===== src/rtl/clkstop_ctrl.sv =====
module clkstop_ctrl #(
  parameter int NCPU     = 2,
  parameter int NPCI     = 3,
  parameter int NREG     = 4,
  parameter int CW       = 8,
  parameter int RESTART  = 3,
  parameter int SETTLE   = 16,
  parameter int PD_LIMIT = 64,
  localparam int AW = (NREG > 1) ? $clog2(NREG) : 1
) (
  input  logic            clk,
  input  logic            rst_n,
  input  logic            cpu_tick,
  input  logic            pci_tick,
  input  logic            pm_mode_n,
  input  logic            cpu_stop_n,
  input  logic            pci_stop_n,
  input  logic            pd_n,
  input  logic            cfg_we,
  input  logic [AW-1:0]   cfg_addr,
  input  logic [CW-1:0]   cfg_wdata,
  output logic [CW-1:0]   cfg_rdata,
  output logic [NCPU-1:0] cpu_clk,
  output logic [NPCI-1:0] pci_clk,
  output logic            pci_free,
  output logic            aux_clk,
  output logic            osc_en,
  output logic            ser_hiz,
  output logic [3:0]      stopped
);
  localparam int RW = $clog2(RESTART + 1);
  localparam int SW = $clog2(SETTLE + 1);
  localparam int PW = $clog2(PD_LIMIT + 2);
  localparam logic [RW-1:0] CNT_FULL = RW'(RESTART);

  logic          cstop_s, pstop_s;
  logic [1:0]    pd_sync;
  logic          cpu_ph, pci_ph;
  logic          cpu_q, pci_q, pcif_q, aux_q;
  logic [RW-1:0] cnt;
  logic [3:0]    stat;
  logic          asleep;
  logic [SW-1:0] settle;
  logic [NREG*CW-1:0] bank;

  wire pm       = ~pm_mode_n;
  wire cstop    = pm & ~cstop_s;
  wire pstop    = pm & ~pstop_s;
  wire pd_req   = pm & ~pd_sync[1];
  wire block    = pd_req | asleep | (settle != '0);
  wire cpu_rise = cpu_tick & ~cpu_ph;
  wire cpu_fall = cpu_tick & cpu_ph;
  wire pci_rise = pci_tick & ~pci_ph;
  wire pci_fall = pci_tick & pci_ph;
  wire cpu_ok   = ~block & ~cstop & (cnt == CNT_FULL);
  wire any_high = cpu_q | pci_q | pcif_q | aux_q;

  // control sampling and power-down synchronizer
  always_ff @(posedge clk or negedge rst_n)
    if (!rst_n) begin
      cstop_s <= 1'b1;
      pstop_s <= 1'b1;
      pd_sync <= 2'b11;
    end else begin
      cstop_s <= cpu_stop_n;
      pstop_s <= pci_stop_n;
      pd_sync <= {pd_sync[0], pd_n};
    end

  // CPU domain: rise only at a low-to-high opportunity, so high phases are never cut
  always_ff @(posedge clk or negedge rst_n)
    if (!rst_n) begin
      cpu_ph  <= 1'b0;
      cpu_q   <= 1'b0;
      aux_q   <= 1'b0;
      cnt     <= CNT_FULL;
      stat[0] <= 1'b0;
      stat[3] <= 1'b0;
    end else begin
      if (cpu_tick) cpu_ph <= ~cpu_ph;
      if (cstop) cnt <= '0;
      else if (cpu_rise && cnt != CNT_FULL) cnt <= cnt + 1'b1;
      if (cpu_rise) begin
        cpu_q   <= cpu_ok;
        aux_q   <= ~block;
        stat[0] <= ~cpu_ok;
        stat[3] <= block;
      end else if (cpu_fall) begin
        cpu_q <= 1'b0;
        aux_q <= 1'b0;
      end
    end

  // PCI domain
  always_ff @(posedge clk or negedge rst_n)
    if (!rst_n) begin
      pci_ph  <= 1'b0;
      pci_q   <= 1'b0;
      pcif_q  <= 1'b0;
      stat[1] <= 1'b0;
      stat[2] <= 1'b0;
    end else begin
      if (pci_tick) pci_ph <= ~pci_ph;
      if (pci_rise) begin
        pci_q   <= ~block & ~pstop;
        pcif_q  <= ~block;
        stat[1] <= block | pstop;
        stat[2] <= block;
      end else if (pci_fall) begin
        pci_q  <= 1'b0;
        pcif_q <= 1'b0;
      end
    end

  // sleep entry once every output is low; settle window on exit
  always_ff @(posedge clk or negedge rst_n)
    if (!rst_n) begin
      asleep <= 1'b0;
      settle <= '0;
    end else if (!asleep) begin
      if (pd_req && !any_high) asleep <= 1'b1;
      if (settle != '0) settle <= settle - 1'b1;
    end else if (!pd_req) begin
      asleep <= 1'b0;
      settle <= SW'(SETTLE);
    end

  // configuration bank, retained through sleep
  for (genvar i = 0; i < NREG; i++) begin : g_reg
    always_ff @(posedge clk or negedge rst_n)
      if (!rst_n) bank[i*CW +: CW] <= '0;
      else if (cfg_we && !asleep && cfg_addr == AW'(i)) bank[i*CW +: CW] <= cfg_wdata;
  end

  always_comb begin
    cfg_rdata = '0;
    for (int i = 0; i < NREG; i++)
      if (cfg_addr == AW'(i)) cfg_rdata = bank[i*CW +: CW];
  end

  assign cpu_clk  = {NCPU{cpu_q}};
  assign pci_clk  = {NPCI{pci_q}};
  assign pci_free = pcif_q;
  assign aux_clk  = aux_q;
  assign osc_en   = ~asleep;
  assign ser_hiz  = asleep;
  assign stopped  = stat;

  // entry-latency watch for the bounded power-down entry
  logic [PW-1:0] pd_wait;
  always_ff @(posedge clk or negedge rst_n)
    if (!rst_n) pd_wait <= '0;
    else if (pd_req && !asleep) begin
      if (pd_wait != '1) pd_wait <= pd_wait + 1'b1;
    end else pd_wait <= '0;

  assert_mode_ignore_R1: assert property (@(posedge clk) disable iff (!rst_n)
    (pm_mode_n && !asleep && settle == '0 && cnt == CNT_FULL && cpu_rise) |=> cpu_q);
  assert_cpu_park_R2: assert property (@(posedge clk) disable iff (!rst_n)
    (cstop && cpu_rise) |=> (cpu_clk == '0));
  assert_restart_R3: assert property (@(posedge clk) disable iff (!rst_n)
    $rose(cpu_q) |-> $past(cnt == CNT_FULL && !cstop));
  assert_pci_park_R4: assert property (@(posedge clk) disable iff (!rst_n)
    (pstop && pci_rise) |=> (pci_clk == '0));
  assert_free_runs_R4: assert property (@(posedge clk) disable iff (!rst_n)
    (!block && pci_rise) |=> pci_free);
  assert_sleep_low_R5: assert property (@(posedge clk) disable iff (!rst_n)
    asleep |-> !any_high);
  assert_entry_bound_R5: assert property (@(posedge clk) disable iff (!rst_n)
    pd_wait <= PW'(PD_LIMIT));
  assert_cfg_hold_R6: assert property (@(posedge clk) disable iff (!rst_n)
    (asleep && cfg_we) |=> $stable(bank));
  assert_settle_quiet_R7: assert property (@(posedge clk) disable iff (!rst_n)
    (settle != '0) |-> !any_high);
  assert_tick_only_R8: assert property (@(posedge clk) disable iff (!rst_n)
    !cpu_tick |=> $stable(cpu_q));
  assert_pci_tick_only_R8: assert property (@(posedge clk) disable iff (!rst_n)
    !pci_tick |=> $stable(pci_q));
  assert_status_R9: assert property (@(posedge clk) disable iff (!rst_n)
    $rose(cpu_q) |-> !stopped[0]);
endmodule


===== config.mk =====
export PLATFORM = sky130hd
export DESIGN_NAME = clkstop_ctrl
export DESIGN_NICKNAME = d
export VERILOG_FILES = /design/src/rtl/clkstop_ctrl.sv
export SDC_FILE = /design/constraint.sdc
export NUM_CORES = 1
export LEC_CHECK = 0
export BUFFER_PORTS_ARGS = -buffer_cell sky130_fd_sc_hd__buf_2
export CAP_MARGIN = 0
export CORE_ASPECT_RATIO = 1.25
export CORE_MARGIN = 5
export CORE_UTILIZATION = 30
export CTS_CLUSTER_SIZE = 16
export DETAILED_ROUTE_END_ITERATION = 8
export GPL_TIMING_DRIVEN = 1
export SLEW_MARGIN = 20
export SYNTH_ARGS = -nofsm -noshare
export SYNTH_HDL_FRONTEND = slang
export SYNTH_SLANG_ARGS = --single-unit

===== constraint.sdc =====
create_clock -name clk -period 2.2 [get_ports clk]
set_clock_uncertainty 0.15 [all_clocks]
set_input_delay 0.22 -clock clk [delete_from_list [all_inputs] [get_ports clk]]
set_output_delay 0.22 -clock clk [all_outputs]
set_load 0.01 [all_outputs]

-- Yosys cells after proc, flatten, opt, wreduce, memory -nomap -nowiden
Cells that the tools add are included.
- reductions and logical operators: 16
- equality and inequality tests: 6
- bitwise operators: 27
- mux-type cells: 18
- add/sub/neg operators: 2
- operators by type and width (operator ; number):
    8-bit two-way mux ; 4
    5-bit two-way mux ; 3
    1-bit NOT ; 11
    1-bit AND ; 10
    1-bit two-way mux ; 9
    2-bit nonzero test ; 4
    1-bit logical AND ; 7
    2-bit equality test, second input constant ; 3
    1-bit OR ; 6
    5-bit nonzero test ; 1
    5-bit by 1-bit subtractor with 5-bit output, second input constant ; 1
    2-bit two-way mux ; 2
    2-bit != test, second input constant ; 2
    2-bit by 1-bit adder with 2-bit output, second input constant ; 1
    2-bit by 1-bit equality test with 1-bit output, second input constant ; 1
    1-bit zero test ; 2
    2-bit zero test ; 1
    2-bit AND reduction ; 1
- bits in registers: 54
- logic and storage cells: 88
- input port bits: 19

-- Depth between registers and ports, before layout
- depth in word-level cells: 8
- mapped depth: 6
- mapped depth without buffers: 5

-- Worst setup path after synthesis
No wires, ideal clock.
- path type: register to register
- start: reg asleep (netlist: ser_hiz)
- end: reg stat[2] (netlist: stopped[2])
- period minus slack after synthesis: 2.041 ns
- cell stages (with the launch flop): 6
- setup time: 0.125 ns
- arrival time: 1.766 ns
- slack: 0.159 ns
- required time: 1.925 ns
- path buffers: 2
- path through: dfrtp_1 buf_6 or4b_4 or3_1 buf_6 mux2_4
- longest elaborated chain between the ends: 2
- ends and longest elaborated chain (what ; RTL line ; source):
    start: declaration ; 42 ; logic asleep;
    start signal: assignment ; 118 ; asleep <= 1'b0;
    start signal: assignment ; 121 ; if (pd_req && !any_high) asleep <= 1'b1;
    start signal: assignment ; 124 ; asleep <= 1'b0;
    1-bit OR (2 in series) ; 50 ; wire block = pd_req | asleep | (settle != '0);
    end signal: assignment ; 108 ; stat[2] <= block;
    end: declaration ; 41 ; logic [3:0] stat;
No other way between the ends.
A chain may end at the register's enable or synchronous reset.

-- Final worst setup path
- start: reg settle[0]
- end: reg stat[3] (netlist: stopped[3])
- longest elaborated chain between the ends: 2
- ends and longest elaborated chain (what ; RTL line ; source):
    start: declaration ; 43 ; logic [SW-1:0] settle;
    start signal: assignment ; 122 ; if (settle != '0) settle <= settle - 1'b1;
    start signal: assignment ; 125 ; settle <= SW'(SETTLE);
    5-bit nonzero test ; 50 ;
    1-bit OR ; 50 ;
    end signal: assignment ; 87 ; stat[3] <= block;
No other way between the ends.

==> results.md <==
- Status: completed
- Syn Std Cell Area: 2370 µm²
- Top Family by Delay on Critical Path: simple AND/OR/NAND/NOR gates
- Tot GR Track Use: 10.2%
- Final hold vios: 0
- Critical path depth: 5
- Post-Syn Area per Cell: 14.8 µm²
- Worst r2r dst: stopped[3]
- Die ar.: 9790 µm²
- YS warnings: 0
- Critical Path End: stopped[3]
- Nets@finish: 227
- Post-synth top area cell: dfrtp_1
- Seq/Total Area, Yosys: 57.3%
- Utilization after layout: 36.3%
- Critical Path RT: 2240 ps
- Mean routed wirelength per cell: 15.0 µm
- Peak Freq: 496 MHz
- Setup repair after global routing missed its margin: false
- Dpl hpwl: 3230 µm
- H-tree levels: 2
- Most common cell in the netlist: dfrtp_1
- Number of global-route vias before repair: 1,558
- Hold crit path type: input pin to flip-flop
- First-pass iteration count of the detailed router: 4
- DRC: 0
- Pwr dens: 920 nW/µm²
- Post-CTS setup buffers: 0
- Synth top area share: 50.7%
- Slew Limit Fails: 0
- FFs w/ async S/R, synth: 100%
- Ys flop type: dfrtp_1
- VDD IR max: 0.000348 V
- FP Rows: 36
- Root Buffer: clkbuf_8
- Starting Density: 30.6%
- Vias per Instance: 4.73
- CTS sink count: 54
- Maxcap violations: 0
- Crit share post-route: 91.7%
- Slowest cell on crit path: or4b_4
- Gpl congestion: 0.812
- Crit path max fanout: 8
- FF/Latch Area: 1360 µm²
- Initial drt markers: 24
- Slew headroom: 60.6%
- R2R cell count: 5
- Clock latency on the worst-skew pair: 300 ps
- CP cell instances: inv_1 > ha_1 > or4b_4 > or3_4 > mux2_4
- Reg2Reg Setup Slack: 180 ps
- Antenna viol nets, final: 0
- Final min period: 2020 ps
- Synth cell types: 36
- Area Overhead vs Synth: 18.6%
- Setup TNS: 0 ps
- Diode count: 0
- CP Launch Point: settle[0]
- Largest cells by area after synthesis: dfrtp_1, mux2_2, mux4_2
- Layout cells sized above 1: 51.2%
- Overflow left after global routing: 0
- Clock buffer depth: 2
- Placed inst area: 2660 µm²
- Die Y: 109 µm
- LEAKAGE: 1.22 nW
- Die width: 89.5 µm
- Multi-input gate area: 905 µm²
- Number of synthesized register bits: 54
- CTS Buf Count: 5
- Synth Instances: 160
- Least-Margin Pin Slew: 584 ps
- CP Launch Type: flip-flop
- Critical Path AT: 2050 ps
- CTS tree: done
- Crit path capture type: flip-flop
- First-pass GRT wire length: 7620 µm
- Core area: 7750 µm²
- Total power: 0.00259 W
- Worst path max stage delay: 470 ps
- Initial antenna violation count: 0
- Post-synth EDFFs: 0
- Endpoints failing setup: 0
- Fillers: 761
- Reg-to-Reg Start: settle[0]
- Clk slew on worst S/H paths: 90 ps
- Port bufs: 39
- Routed vias: 1,428
- Largest net degree at the start of global routing: 34
- Routed WL: 4530 µm
- Final Cell Area: 2810 µm²
- Top cells by count, synth: dfrtp_1, mux2_2, inv_1, mux4_2, dfstp_2
- Post-Syn Nets: 181
- Buf/Inv on CP: 1
- Critical path class: flip-flop to flip-flop
- IO Pins: 40
[power by group]
part / internal [W] / switching (W) / total [W]
logic: 0.000380 / 0.000275 / 0.000655
registers: 0.00124 / 0.000139 / 0.00138
clock network: 0.000257 / 0.000298 / 0.000555
total: 0.00188 / 0.000711 / 0.00259
[cells by family (layout without fill, tap and decap cells)]
kind of cell               after synthesis  after routing  synth area share (%)
adders and majority gates                2              2                  1.06
AOI/OAI and AO/OA                       12             12                  3.59
buffers and inverters                   20             67                  4.70
muxes                                   45             45                  25.3
xor gates and xnor gates                 3              3                  1.11
and+or+nand+nor                         24             24                  6.86
DFF                                     54             54                  57.3
[sequential cells by signal, summed over array words and instances, names as in the netlist]
register	cells
cstop_s	1
cpu_ph	1
cpu_q	1
settle	5
pci_free	1
pstop_s	1
stopped	4
cnt	2
bank	32
aux_clk	1
pci_q	1
pd_sync	2
ser_hiz	1
pci_ph	1
[layout by cell type, fill, tap and decap left out]
cell type       n
mux2_4          2
inv_1           9
nand3_1         1
nor4b_1         1
o21a_1          1
or3_4           1
xor2_1          2
ha_1            2
mux4_2          8
buf_2          39
nor2_1          5
or4b_4          1
o21ai_0         2
nand4_1         1
clkbuf_1        2
a32o_1          1
nor4_1          1
dlygate4sd3_1   6
or4_2           1
clkbuf_8        6
buf_4           4
nand3b_1        1
dfstp_2         6
and4bb_2        2
nand2b_1        1
buf_12          1
nor2b_1         2
o31ai_1         1
mux2_2         32
o22a_2          2
mux2i_1         3
nor4b_2         1
a21oi_1         1
nand2_1         4
nor3b_1         1
dfrtp_1        48
xnor2_1         1
o22ai_1         4
[layer usage]
layer,vias up,part of all wire [%],track usage (%)
met4,0,0.86,2.87
met5,-,0,0
met2,40,51,17.1
met3,5,6.5,3.07
met1,720,41,12.5
li1,663,-,-
[how the worst min path moves through the flow]
stage | start | end | slack (ps) | cells after the start
6_report | cfg_wdata[7] | bank[7] | 40 | 2
5_1_grt | cfg_wdata[3] | bank[3] | 30 | 2
4_1_cts | cfg_wdata[3] | bank[19] | 30 | 2
3_5_place_dp | rst_n | stopped[1] | 80 | 1
3_3_place_gp | rst_n | pci_ph | 80 | 1
2_1_floorplan | rst_n | aux_clk | -230 | 0
[through the flow]
| step | hold WS [ps] | cells | setup WS, ps |
|---|---|---|---|
| finish | 42.0 | 302 | 183 |
| global route | 28.4 | 302 | 78.8 |
| CTS | 30.8 | 302 | 80.1 |
| detailed placement | 78.3 | 288 | 101 |
| global placement | 75.3 | 288 | 105 |
| floorplan | -226 | 160 | 159 |
[worst reg2reg max path, stage by stage (launching register included)]
cell and delay, ps:
dfrtp_1 410, inv_1 60, ha_1 150, or4b_4 470, or3_4 390, mux2_4 280
[final cells by class]
class                           count  area share (%)
Multi-Input combinational cell     86            32.2
Timing Repair Buffer               50            10.9
Tap cell                           95            4.23
Sequential cell                    54            48.3
Clock buffer                        8            3.20
Inverter                            9            1.20
[what timing repair did]
action	in CTS	in global routing
gates resized for setup	0	1
setup endpoints to repair	0	2
hold buffers	6	0
endpoints found under the hold margin	20	0
(Power assumes the default switching activity.)
